### src/rtl/cal_alarm_pkg.sv
package cal_alarm_pkg;

   // number of calendar fields in one alarm set
   localparam int NUM_FLD = 7;
   // width of one time lane on the ports
   localparam int LANE_W  = 8;

   // field width in bits, by field index
   function automatic int fld_width(input int idx);
      case (idx)
         0: return 7;   // seconds
         1: return 7;   // minutes
         2: return 6;   // hours
         3: return 3;   // weekday
         4: return 6;   // day of month
         5: return 5;   // month
         default: return 8;   // year
      endcase
   endfunction

   // mask covering the valid bits of a field
   function automatic logic [LANE_W-1:0] fld_mask(input int idx);
      logic [LANE_W-1:0] m;
      m = '0;
      for (int b = 0; b < LANE_W; b++) begin
         if (b < fld_width(idx)) m[b] = 1'b1;
      end
      return m;
   endfunction

endpackage

### src/rtl/cal_alarm_stage.sv
module cal_alarm_stage
   import cal_alarm_pkg::*;
#(
   parameter int DATA_W   = 16,
   parameter int IDX_W    = 3,
   parameter int TRIG_BIT = 15,
   localparam int VAL_W   = DATA_W - 1,
   localparam int EN_BIT  = DATA_W - 1
) (
   input  logic                          clk,
   input  logic                          rst_n,
   input  logic                          fld_we,
   input  logic [IDX_W-1:0]              fld_idx,
   input  logic                          commit_we,
   input  logic [DATA_W-1:0]             wr_data,
   output logic [NUM_FLD-1:0][VAL_W-1:0] act_val,
   output logic [NUM_FLD-1:0]            act_en
);

   logic [NUM_FLD-1:0][VAL_W-1:0] stg_val;
   logic [NUM_FLD-1:0]            stg_en;
   logic                          do_commit;

   assign do_commit = commit_we & wr_data[TRIG_BIT];

   generate
      for (genvar gi = 0; gi < NUM_FLD; gi++) begin : g_fld
         localparam logic [VAL_W-1:0] MASK = VAL_W'(fld_mask(gi));
         logic sel;
         assign sel = fld_we && (fld_idx == IDX_W'(gi));

         always_ff @(posedge clk) begin
            if (!rst_n) begin
               stg_val[gi] <= '0;
               stg_en[gi]  <= 1'b0;
            end else if (sel) begin
               stg_val[gi] <= wr_data[VAL_W-1:0] & MASK;
               stg_en[gi]  <= wr_data[EN_BIT];
            end
         end

         always_ff @(posedge clk) begin
            if (!rst_n) begin
               act_val[gi] <= '0;
               act_en[gi]  <= 1'b0;
            end else if (do_commit) begin
               act_val[gi] <= stg_val[gi];
               act_en[gi]  <= stg_en[gi];
            end
         end
      end
   endgenerate

endmodule

### src/rtl/cal_alarm_cmp.sv
module cal_alarm_cmp
   import cal_alarm_pkg::*;
#(
   parameter int VAL_W = 15
) (
   input  logic                           sec_tick,
   input  logic [NUM_FLD-1:0][VAL_W-1:0]  act_val,
   input  logic [NUM_FLD-1:0]             act_en,
   input  logic [NUM_FLD-1:0][LANE_W-1:0] now_lane,
   output logic                           hit
);

   logic [NUM_FLD-1:0] fld_ok;

   generate
      for (genvar gi = 0; gi < NUM_FLD; gi++) begin : g_cmp
         localparam logic [LANE_W-1:0] MASK = fld_mask(gi);
         logic [VAL_W-1:0] now_v;
         assign now_v      = VAL_W'(now_lane[gi] & MASK);
         assign fld_ok[gi] = !act_en[gi] || (act_val[gi] == now_v);
      end
   endgenerate

   assign hit = sec_tick && (|act_en) && (&fld_ok);

endmodule

### src/rtl/cal_alarm_irq.sv
module cal_alarm_irq #(
   parameter int DATA_W  = 16,
   parameter int IEN_BIT = 0,
   parameter int STS_BIT = 0
) (
   input  logic              clk,
   input  logic              rst_n,
   input  logic              hit,
   input  logic              ien_we,
   input  logic              sts_we,
   input  logic [DATA_W-1:0] wr_data,
   output logic              sts,
   output logic              ien,
   output logic              irq
);

   logic clr;
   assign clr = sts_we & wr_data[STS_BIT];

   always_ff @(posedge clk) begin
      if (!rst_n) begin
         sts <= 1'b0;
      end else if (hit) begin
         sts <= 1'b1;
      end else if (clr) begin
         sts <= 1'b0;
      end
   end

   always_ff @(posedge clk) begin
      if (!rst_n) begin
         ien <= 1'b0;
      end else if (ien_we) begin
         ien <= wr_data[IEN_BIT];
      end
   end

   assign irq = sts & ien;

endmodule

### src/rtl/cal_alarm_match.sv
module cal_alarm_match
   import cal_alarm_pkg::*;
#(
   parameter int DATA_W   = 16,
   parameter int IDX_W    = 3,
   parameter int TRIG_BIT = 15,
   parameter int IEN_BIT  = 0,
   parameter int STS_BIT  = 0
) (
   input  logic              clk,
   input  logic              rst_n,
   input  logic              fld_we,
   input  logic [IDX_W-1:0]  fld_idx,
   input  logic              commit_we,
   input  logic              ien_we,
   input  logic              sts_we,
   input  logic [DATA_W-1:0] wr_data,
   input  logic              sec_tick,
   input  logic [7:0]        now_sec,
   input  logic [7:0]        now_min,
   input  logic [7:0]        now_hour,
   input  logic [7:0]        now_wday,
   input  logic [7:0]        now_day,
   input  logic [7:0]        now_mon,
   input  logic [7:0]        now_year,
   output logic              alarm_sts,
   output logic              alarm_ien,
   output logic              alarm_irq
);

   localparam int VAL_W = DATA_W - 1;

   generate
      if (DATA_W <= LANE_W + 1) begin : g_bad_dw
         $error("DATA_W too narrow for field values plus enable flag");
      end
      if ((1 << IDX_W) < NUM_FLD) begin : g_bad_idx
         $error("IDX_W cannot address every field");
      end
      if (TRIG_BIT >= DATA_W || IEN_BIT >= DATA_W || STS_BIT >= DATA_W) begin : g_bad_bit
         $error("control bit position outside the data word");
      end
   endgenerate

   logic [NUM_FLD-1:0][LANE_W-1:0] now_lane;
   logic [NUM_FLD-1:0][VAL_W-1:0]  act_val;
   logic [NUM_FLD-1:0]             act_en;
   logic                           cmp_hit;

   assign now_lane = {now_year, now_mon, now_day, now_wday,
                      now_hour, now_min, now_sec};

   cal_alarm_stage #(
      .DATA_W   (DATA_W),
      .IDX_W    (IDX_W),
      .TRIG_BIT (TRIG_BIT)
   ) u_stage (
      .clk       (clk),
      .rst_n     (rst_n),
      .fld_we    (fld_we),
      .fld_idx   (fld_idx),
      .commit_we (commit_we),
      .wr_data   (wr_data),
      .act_val   (act_val),
      .act_en    (act_en)
   );

   cal_alarm_cmp #(
      .VAL_W (VAL_W)
   ) u_cmp (
      .sec_tick (sec_tick),
      .act_val  (act_val),
      .act_en   (act_en),
      .now_lane (now_lane),
      .hit      (cmp_hit)
   );

   cal_alarm_irq #(
      .DATA_W  (DATA_W),
      .IEN_BIT (IEN_BIT),
      .STS_BIT (STS_BIT)
   ) u_irq (
      .clk     (clk),
      .rst_n   (rst_n),
      .hit     (cmp_hit),
      .ien_we  (ien_we),
      .sts_we  (sts_we),
      .wr_data (wr_data),
      .sts     (alarm_sts),
      .ien     (alarm_ien),
      .irq     (alarm_irq)
   );

endmodule

### config.mk
export PLATFORM = sky130hd
export DESIGN_NAME = cal_alarm_match
export DESIGN_NICKNAME = d
export VERILOG_FILES = /design/src/rtl/cal_alarm_pkg.sv /design/src/rtl/cal_alarm_stage.sv /design/src/rtl/cal_alarm_cmp.sv /design/src/rtl/cal_alarm_irq.sv /design/src/rtl/cal_alarm_match.sv
export SDC_FILE = /design/constraint.sdc
export NUM_CORES = 1
export LEC_CHECK = 0
export ABC_AREA = 1
export BUFFER_PORTS_ARGS = -buffer_cell sky130_fd_sc_hd__buf_2
export CORE_ASPECT_RATIO = 1.25
export CORE_MARGIN = 5
export CORE_UTILIZATION = 57
export DETAILED_ROUTE_END_ITERATION = 6
export GPL_TIMING_DRIVEN = 1
export PLACE_DENSITY = 0.93
export SLEW_MARGIN = 20
export SYNTH_ARGS = -nofsm -noshare
export SYNTH_HDL_FRONTEND = slang
export SYNTH_HIERARCHICAL = 1
export SYNTH_SLANG_ARGS = --single-unit
### constraint.sdc
create_clock -name clk -period 1.4 [get_ports clk]
set_input_delay 0.28 -clock clk [delete_from_list [all_inputs] [get_ports clk]]
set_output_delay 0.28 -clock clk [all_outputs]
set_load 0.01 [all_outputs]
---- Yosys cells after proc, flatten, opt, wreduce, memory -nomap -nowiden ----
Cells that the tools add are included.
Widths: inputs -> output; s select.
cells by class
  bitwise operators ....................... 3
  equal/unequal tests ..................... 13
  mux-type cells .......................... 2
  reduce and logical (&&, ||, !) cells .... 27
operator list
  cell                count
  $eq 7x7->1          2
  $eq 6x6->1          2
  $eq 3x3->1 const B  3
  $logic_and 1x1->1   9
  $eq 8x8->1          1
  $logic_not 1->1     7
  $logic_or 1x1->1    7
  $reduce_and 7->1    1
  $reduce_or 7->1     1
  $eq 3x2->1 const B  2
  $eq 5x5->1          1
  $and 1x1->1         3
  $eq 3x1->1 const B  1
  $eq 3x3->1          1
  $logic_not 3->1     1
  $mux 1              2
  $reduce_bool 2->1   1
word-level totals
  bits in registers ....................... 100

---- Depth between registers and ports, before layout ----
Gate-level depths: netlist (run 1).
  depth in word-level cells ............... 5
  gate-level depth with buffers ........... 12

---- By module ----
Netlist (run 1), hierarchy kept.
modules (own cells, without submodules)
  module           instances  cells each  area an instance (µm²)
  cal_alarm_stage  1          567         4142.7
  cal_alarm_cmp    1          204         928.4
  cal_alarm_irq    1          13          87.6

---- Least setup slack after synthesis (run 1) ----
Ideal clock, no wire load.
  path type ............................... register to register
  start ................................... register u_stage/act_val[31] (netlist bit)
  end ..................................... register u_irq.sts
  buffers on the path ..................... 0
  path slack .............................. 0.272 ns
  arrival ................................. 1.062 ns
  stages on the path, launching flop included .. 13
  clock period less this slack ............ 1.128 ns
  data required time ...................... 1.334 ns
  path through ............................ dfxtp_1 -> inv_1 -> nand2_1 -> nand2_1 -> nor2_1 -> nand3_1 -> nor2_1 -> nor2_1 -> nor2_1 -> nand2_1 -> nor2_2 -> inv_1 -> a21oi_2
between the ends
  word-level cells in the longest chain between the ends .. 5
  elaborated cells on any way between the ends .. 6
RTL lines
  item                                         line                   RTL
  from (decl)                                  cal_alarm_stage.sv:16  output logic [NUM_FLD-1:0][VAL_W-1:0] act_val,
  from (signal, indexed assignment)            cal_alarm_stage.sv:47  act_val[gi] <= stg_val[gi];
  $eq 6x6->1 *                                 cal_alarm_cmp.sv:20    assign fld_ok[gi] = !act_en[gi] || (act_val[gi] == now_v);
  $logic_or 1x1->1 *                           cal_alarm_cmp.sv:20
  $reduce_and 7->1 *                           cal_alarm_cmp.sv:24    assign hit = sec_tick && (|act_en) && (&fld_ok);
  $logic_and 1x1->1 *                          cal_alarm_cmp.sv:24
  via cmp_hit                                  cal_alarm_match.sv:48  logic cmp_hit;
  $mux 1 or $reduce_bool 2->1 (tied branches)  -
  to (signal assigned)                         cal_alarm_irq.sv:22    sts <= 1'b0;
  to (signal assigned)                         cal_alarm_irq.sv:24    sts <= 1'b1;
  to (signal assigned)                         cal_alarm_irq.sv:26    sts <= 1'b0;
  to (decl)                                    cal_alarm_irq.sv:12    output logic sts,
The timed path passes the listed nets; every way through them passes the cells marked *.
A chain may end at the register's enable or synchronous reset.

---- Worst setup path in the final report (run 1) ----
  start ................................... register u_stage/act_val[4] (netlist bit)
  end ..................................... register u_irq.sts
between the ends
  word-level cells in the longest chain between the ends .. 5
  elaborated cells on any way between the ends .. 6
RTL lines
  item                                         line
  $eq 7x7->1 *                                 cal_alarm_cmp.sv:20
  $logic_or 1x1->1 *                           cal_alarm_cmp.sv:20
  $reduce_and 7->1 *                           cal_alarm_cmp.sv:24
  $logic_and 1x1->1 *                          cal_alarm_cmp.sv:24
  via cmp_hit                                  cal_alarm_match.sv:48
  $mux 1 or $reduce_bool 2->1 (tied branches)  -
Marks and branches as above.

==> flow_summary.json, run 1 <==
{
  "grt_pass1_vias": 4248,
  "cp.required_ps": 1730,
  "fin_setup_tns_ps": 0,
  "ir_drop_mv": 0.583,
  "via_per_inst": 4.68,
  "io_pins": 85,
  "row_count": 38,
  "crit_slowest_cell": "dfxtp_1",
  "drt-total-wl_um": 10500,
  "initial_utilization_pct": 59.0,
  "post_dp_cell_area_um2": 5370,
  "cts_buffer_depth": 2,
  "core_region_area_um2": 8750,
  "skew_ps": 11.6,
  "track_usage_pct": 20.1,
  "clk_pin_slew_ps": 100,
  "grt_overflow": 0,
  "first_iter_violations": 338,
  "fillers": 787,
  "area_delta_synth_final_pct": 9.22,
  "power_mw": 5.94,
  "die_y_um": 116,
  "cp-start-kind": "register",
  "hp-class": "input pin to register",
  "synth_top_family_by_area": "simple AND/OR/NAND/NOR gates",
  "maxCapViolations": 0,
  "die_w_um": 95.1,
  "syn_area_um2": 5160,
  "fmax_mhz": 741,
  "cts_tree": "built",
  "outcome": "completed",
  "synth_xor_area_share_pct": 3.90,
  "nNetsFinal": 922,
  "min_period_ps": 1350,
  "critPathBufInv": 1,
  "diodes": 0,
  "cts_buffers": 9,
  "hold_viol": 0,
  "synthAdderAreaFrac_pct": 0,
  "firstDrtPassIters": 5,
  "drc": 0,
  "cp-end-kind": "register",
  "synth-simple-area-share_pct": 35.8,
  "dieArea_um2": 11100,
  "ys_top_cells_by_area": "dfxtp_1 39%, nor2_1 19%, buf_4 9.8%",
  "post-dp-hpwl_um": 7470,
  "finalSetupViolCount": 0,
  "yosysTopAreaCellShare_pct": 38.8,
  "drt.antenna.violating_nets": 0,
  "grt_pass1_wl_um": 17400,
  "synth_cells": 784,
  "path_cells": "xnor2_1 > nand2_1 > nor2_1 > nand3_1 > nand2_1 > nand3_2 > nor2_2 > inv_1 > a21oi_2",
  "path_class": "register to register",
  "p_leak_nw": 2.65,
  "drive_gt1_share_pct": 13.5,
  "synth_area_per_cell_um2": 6.58,
  "ys_seq_area_share_pct": 38.8,
  "path_delay_family": "simple AND/OR/NAND/NOR gates",
  "post_drt_wl_per_cell_um": 10.9,
  "vias": 4516,
  "yosysTopAreaCell": "dfxtp_1",
  "cts_sinks": 100,
  "crit_top_cell": "nand2_1",
  "critPathMaxFanout": 2,
  "final_util_pct": 64.4,
  "final.period_utilization_pct": 96.4,
  "gp_congestion": 0.865,
  "p_per_area_nw_per_um2": 1050,
  "synth-seq-cells": 100,
  "synth-warning-count": 6,
  "rsz0062_at_grt": "yes",
  "synth_compound_area_share_pct": 5.85,
  "worstPathArrival_ps": 1670,
  "grt_max_degree": 62,
  "cts_root_buffer": "clkbuf_8",
  "clock_latency_ps": 380,
  "port_buffers": 63,
  "antenna_found_initial": 0,
  "htreeDepth": 3,
  "max_stage_delay_ps": 340,
  "slew_viol_final": 0,
  "stdcell_area_um2": 5630,
  "synth.area.mux_share_pct": 0,
  "synth_cell_types": 27
}
## tightest hold or removal path, cell delays in order
cell and delay (ps):
buf_2 100, nor2_1 50, nor2_1 80
## area by class of cell
class                      instances  area, um^2  share of cell area [%]
multi-input combinational        603        2610                    46.2
sequential                       100        2010                    35.7
timing repair buffer              74         448                    7.95
inverter                          52         195                    3.46
tap                              120         150                    2.66
clock buffer                      11         141                    2.51
clock inverter                     5        85.1                    1.51
## cells in the mapped netlist, drive strengths merged
master and number:
a21oi 1, a31oi 1, buf 82, clkbuf 9
conb 1, dfxtp 100, inv 52, nand2 121
nand3 59, nand3b 1, nand4 1, nor2 272
nor3 4, o211ai 1, o21a 1, o21ai 53
o22ai 1, or2 1, xnor2 17, xor2 6
## where the power goes
group	leakage [nW]	internal, mW	switching, mW
combinational	1.72	0.333	0.487
sequential	0.820	2.98	0.0816
clock	0.110	1.06	0.994
total	2.65	4.38	1.56
## cell families (layout without fill, tap and decap cells)
| group | after synthesis | in the layout |
|---|---|---|
| XOR/XNOR | 23 | 23 |
| AO/OA/AOI/OAI | 58 | 58 |
| AND/OR/NAND/NOR | 459 | 459 |
| flip-flops | 100 | 100 |
| buffers and inverters | 143 | 142 |
| other | 1 | 63 |
## cell usage in the layout, fill, tap and decap left out, types with 4 or more instances in the layout
cell / netlist / final
o21ai_0: 52 / 52
conb_1: 1 / 63
nor2_2: 8 / 11
nor2_1: 262 / 259
buf_2: 12 / 63
nand3_1: 59 / 57
inv_1: 51 / 50
xnor2_1: 17 / 17
dfxtp_2: 0 / 6
dfxtp_1: 100 / 94
clkbuf_8: 0 / 10
nor3_1: 4 / 4
buf_12: 0 / 4
xor2_1: 6 / 6
nand2_1: 121 / 120
buf_4: 67 / 7
## registers in the layout (all words and copies together), names as in the netlist
register	cells
u_stage/act_en	7
u_stage/act_val	42
u_stage/stg_val	42
u_stage/stg_en	7
u_irq/sts	1
u_irq/ien	1
## worst paths after layout
check	slack, ps	startpoint	depth (start not counted)	to
max	50	u_stage/act_val[4]	9	u_irq/sts
min	160	wr_data[0]	3	u_irq/ien
max reg2reg	50	u_stage/act_val[4]	9	u_irq/sts
min reg2reg	480	u_stage/stg_val[2]	2	u_stage/stg_val[2]
## stage by stage
stage / hold WS (ps) / instances / worst slack, ps
global placement: 456 / 948 / 27.1
finish: 161 / 965 / 51.0
CTS: 158 / 964 / 5.63
global route: 177 / 965 / -74.8
floorplan: 402 / 846 / 272
detailed placement: 466 / 948 / -32.8
## metal layers
| metal | up-vias | GRT usage (%) | wire [um] |
|---|---|---|---|
| met5 | - | 0 | 0 |
| met4 | 0 | 11.3 | 331 |
| met3 | 33 | 3.74 | 506 |
| met2 | 116 | 35.3 | 5290 |
| met1 | 1966 | 22.7 | 4390 |
| li1 | 2401 | - | - |
## repair_timing
| item | CTS | global route |
|---|---|---|
| endpoints found under the setup margin | 1 | 1 |
| gates resized for setup | 1 | 12 |
| hold buffers | 0 | 0 |
| pin swaps | 0 | 8 |
| setup buffers | 0 | 1 |
No activity file was read; power rests on OpenSTA's default activity.
==> run 2, diff against run 1 <==
--- a/config.mk
+++ b/config.mk
@@ -7,12 +7,14 @@
 export LEC_CHECK = 0
 export ABC_AREA = 1
 export BUFFER_PORTS_ARGS = -buffer_cell sky130_fd_sc_hd__buf_2
+export CELL_PAD_IN_SITES_DETAIL_PLACEMENT = 0
+export CELL_PAD_IN_SITES_GLOBAL_PLACEMENT = 2
 export CORE_ASPECT_RATIO = 1.25
 export CORE_MARGIN = 5
-export CORE_UTILIZATION = 57
+export CORE_UTILIZATION = 33
 export DETAILED_ROUTE_END_ITERATION = 6
 export GPL_TIMING_DRIVEN = 1
-export PLACE_DENSITY = 0.93
+export PLACE_DENSITY = 0.95
 export SLEW_MARGIN = 20
 export SYNTH_ARGS = -nofsm -noshare
 export SYNTH_HDL_FRONTEND = slang
==> constraint.sdc (replaced) <==
create_clock -name clk -period 1.68 [get_ports clk]
set_input_delay 0.336 -clock clk [delete_from_list [all_inputs] [get_ports clk]]
set_output_delay 0.336 -clock clk [all_outputs]
set_load 0.01 [all_outputs]
==> run 2 against run 1 <==
Largest power group unchanged; largest cell class unchanged; utilization is 27 points lower; fmax is 3.2% lower; clock power is 3% higher; routed wire length is 5.2% higher.
==> flow_summary.json, run 2 (synthesis gave the netlist of run 1 again) <==
{
  "final_util_pct": 37.4,
  "row_count": 51,
  "drc": 0,
  "cts_buffer_depth": 2,
  "slew_viol_final": 0,
  "cts_buffers": 9,
  "rsz0062_at_grt": "no",
  "path_class": "register to register",
  "gp_congestion": 0.707,
  "reg_top3": "u_stage/act_val x42, u_stage/stg_val x42",
  "outcome": "completed",
  "cp.required_ps": 1950,
  "vias": 4314,
  "skew_ps": 10.4,
  "path_cells": "inv_1 > nand2_1 > nand2_1 > nor2_1 > nand3_1 > nand2_1 > nand2_1 > nor2_1 > nand2_1 > nor2_2 > inv_1 > a21oi_2",
  "cp-end-kind": "register",
  "layout_common_cells": "262 x nor2_1, 121 x nand2_1, 100 x dfxtp_1",
  "first_iter_violations": 214,
  "critPathMaxFanout": 3,
  "hp-class": "input pin to register",
  "post_drt_wl_per_cell_um": 10.5,
  "layout_commonest_cell": "nor2_1",
  "antenna_found_initial": 0,
  "clk_pin_slew_ps": 70,
  "path_delay_family": "simple AND/OR/NAND/NOR gates",
  "fmax_mhz": 718,
  "hold_viol": 0,
  "grt_max_degree": 57,
  "port_buffers": 63,
  "crit_slowest_cell": "dfxtp_1",
  "drt-total-wl_um": 11100,
  "io_pins": 85,
  "p_per_area_nw_per_um2": 925,
  "hold_slack_ps": 268,
  "post-dp-hpwl_um": 8030,
  "crit_top_cell": "nand2_1",
  "firstDrtPassIters": 4,
  "die_w_um": 122,
  "die_y_um": 150,
  "area_delta_synth_final_pct": 11.9,
  "cts_root_buffer": "clkbuf_16",
  "grt_pass1_wl_um": 18500,
  "grt_overflow": 0,
  "final-seq-area_um2": 2000,
  "ir_drop_mv": 0.406,
  "worstPathArrival_ps": 1670,
  "drt.antenna.violating_nets": 0,
  "cts_tree": "built",
  "drive_gt1_share_pct": 11.9,
  "cts_resized": 0,
  "diodes": 0,
  "max_stage_delay_ps": 360,
  "cts_hold_buf": 0,
  "fin_setup_tns_ps": 0,
  "maxCapViolations": 0,
  "htreeDepth": 3,
  "critPathBufInv": 2,
  "via_per_inst": 4.09,
  "core_region_area_um2": 15400,
  "initial_utilization_pct": 33.4,
  "fillers": 1811,
  "finalSetupViolCount": 0,
  "track_usage_pct": 12.7,
  "dieArea_um2": 18200,
  "clock_latency_ps": 340,
  "post_cts_buffers": 0,
  "p_leak_nw": 2.67,
  "cts_sinks": 100,
  "grt_pass1_vias": 3977,
  "nNetsFinal": 920,
  "cp-start-kind": "register",
  "multi_input_area_um2": 2580,
  "final.period_utilization_pct": 82.9,
  "min_period_ps": 1390
}
==> run 2: path summary, 6_finish.rpt <==
check	from	cells after the start	to	slack [ps]
worst max-delay path	u_stage/act_val[46]	12	u_irq/sts	290
worst max register to register	u_stage/act_val[46]	12	u_irq/sts	290
worst min-delay path	ien_we	3	u_irq/ien	270
worst min register to register	u_stage/stg_en[0]	2	u_stage/stg_en[0]	480
==> run 2: area by class of cell <==
type / instances / area share (%)
multi-input cells: 603 / 44.8
flip-flops and latches: 100 / 34.7
clock inverters: 7 / 1.41
well taps: 212 / 4.59
clock buffers: 9 / 3.90
repair buffers: 72 / 7.28
inverters: 52 / 3.38
==> run 2: stage by stage <==
stage	worst slack, ps	power [mW]	cell area (um^2)	std cells
2_1_floorplan	544	3.17	5390	846
4_1_cts	209	5.41	5770	1055
3_5_place_dp	158	3.28	5470	1039
5_1_grt	44.1	5.63	5770	1055
6_report	287	5.34	5770	1055
3_3_place_gp	177	3.27	5470	1039
==> run 2: routing by layer <==
metal | vias to the layer above | routed length (um) | track usage (%) | part of all wire, %
met5 | - | 0 | 0 | 0
li1 | 2407 | - | - | -
met4 | 0 | 165 | 3.92 | 1.5
met3 | 12 | 387 | 2.12 | 3.5
met1 | 1844 | 4980 | 15.8 | 45
met2 | 51 | 5520 | 22.2 | 50
==> run 2: power breakdown <==
group	internal, mW	switching [mW]	leakage (nW)
sequential	2.48	0.0673	0.818
clock	1.18	0.946	0.153
combinational	0.270	0.392	1.70
total	3.94	1.41	2.67
==> run 2: worst register-to-register path, stage by stage (launching register included) <==
cell and delay [ps]:
dfxtp_1 360, inv_1 50, nand2_1 50, nand2_1 40
nor2_1 150, nand3_1 140, nand2_1 90, nand2_1 50
nor2_1 90, nand2_1 70, nor2_2 70, inv_1 50
a21oi_2 110
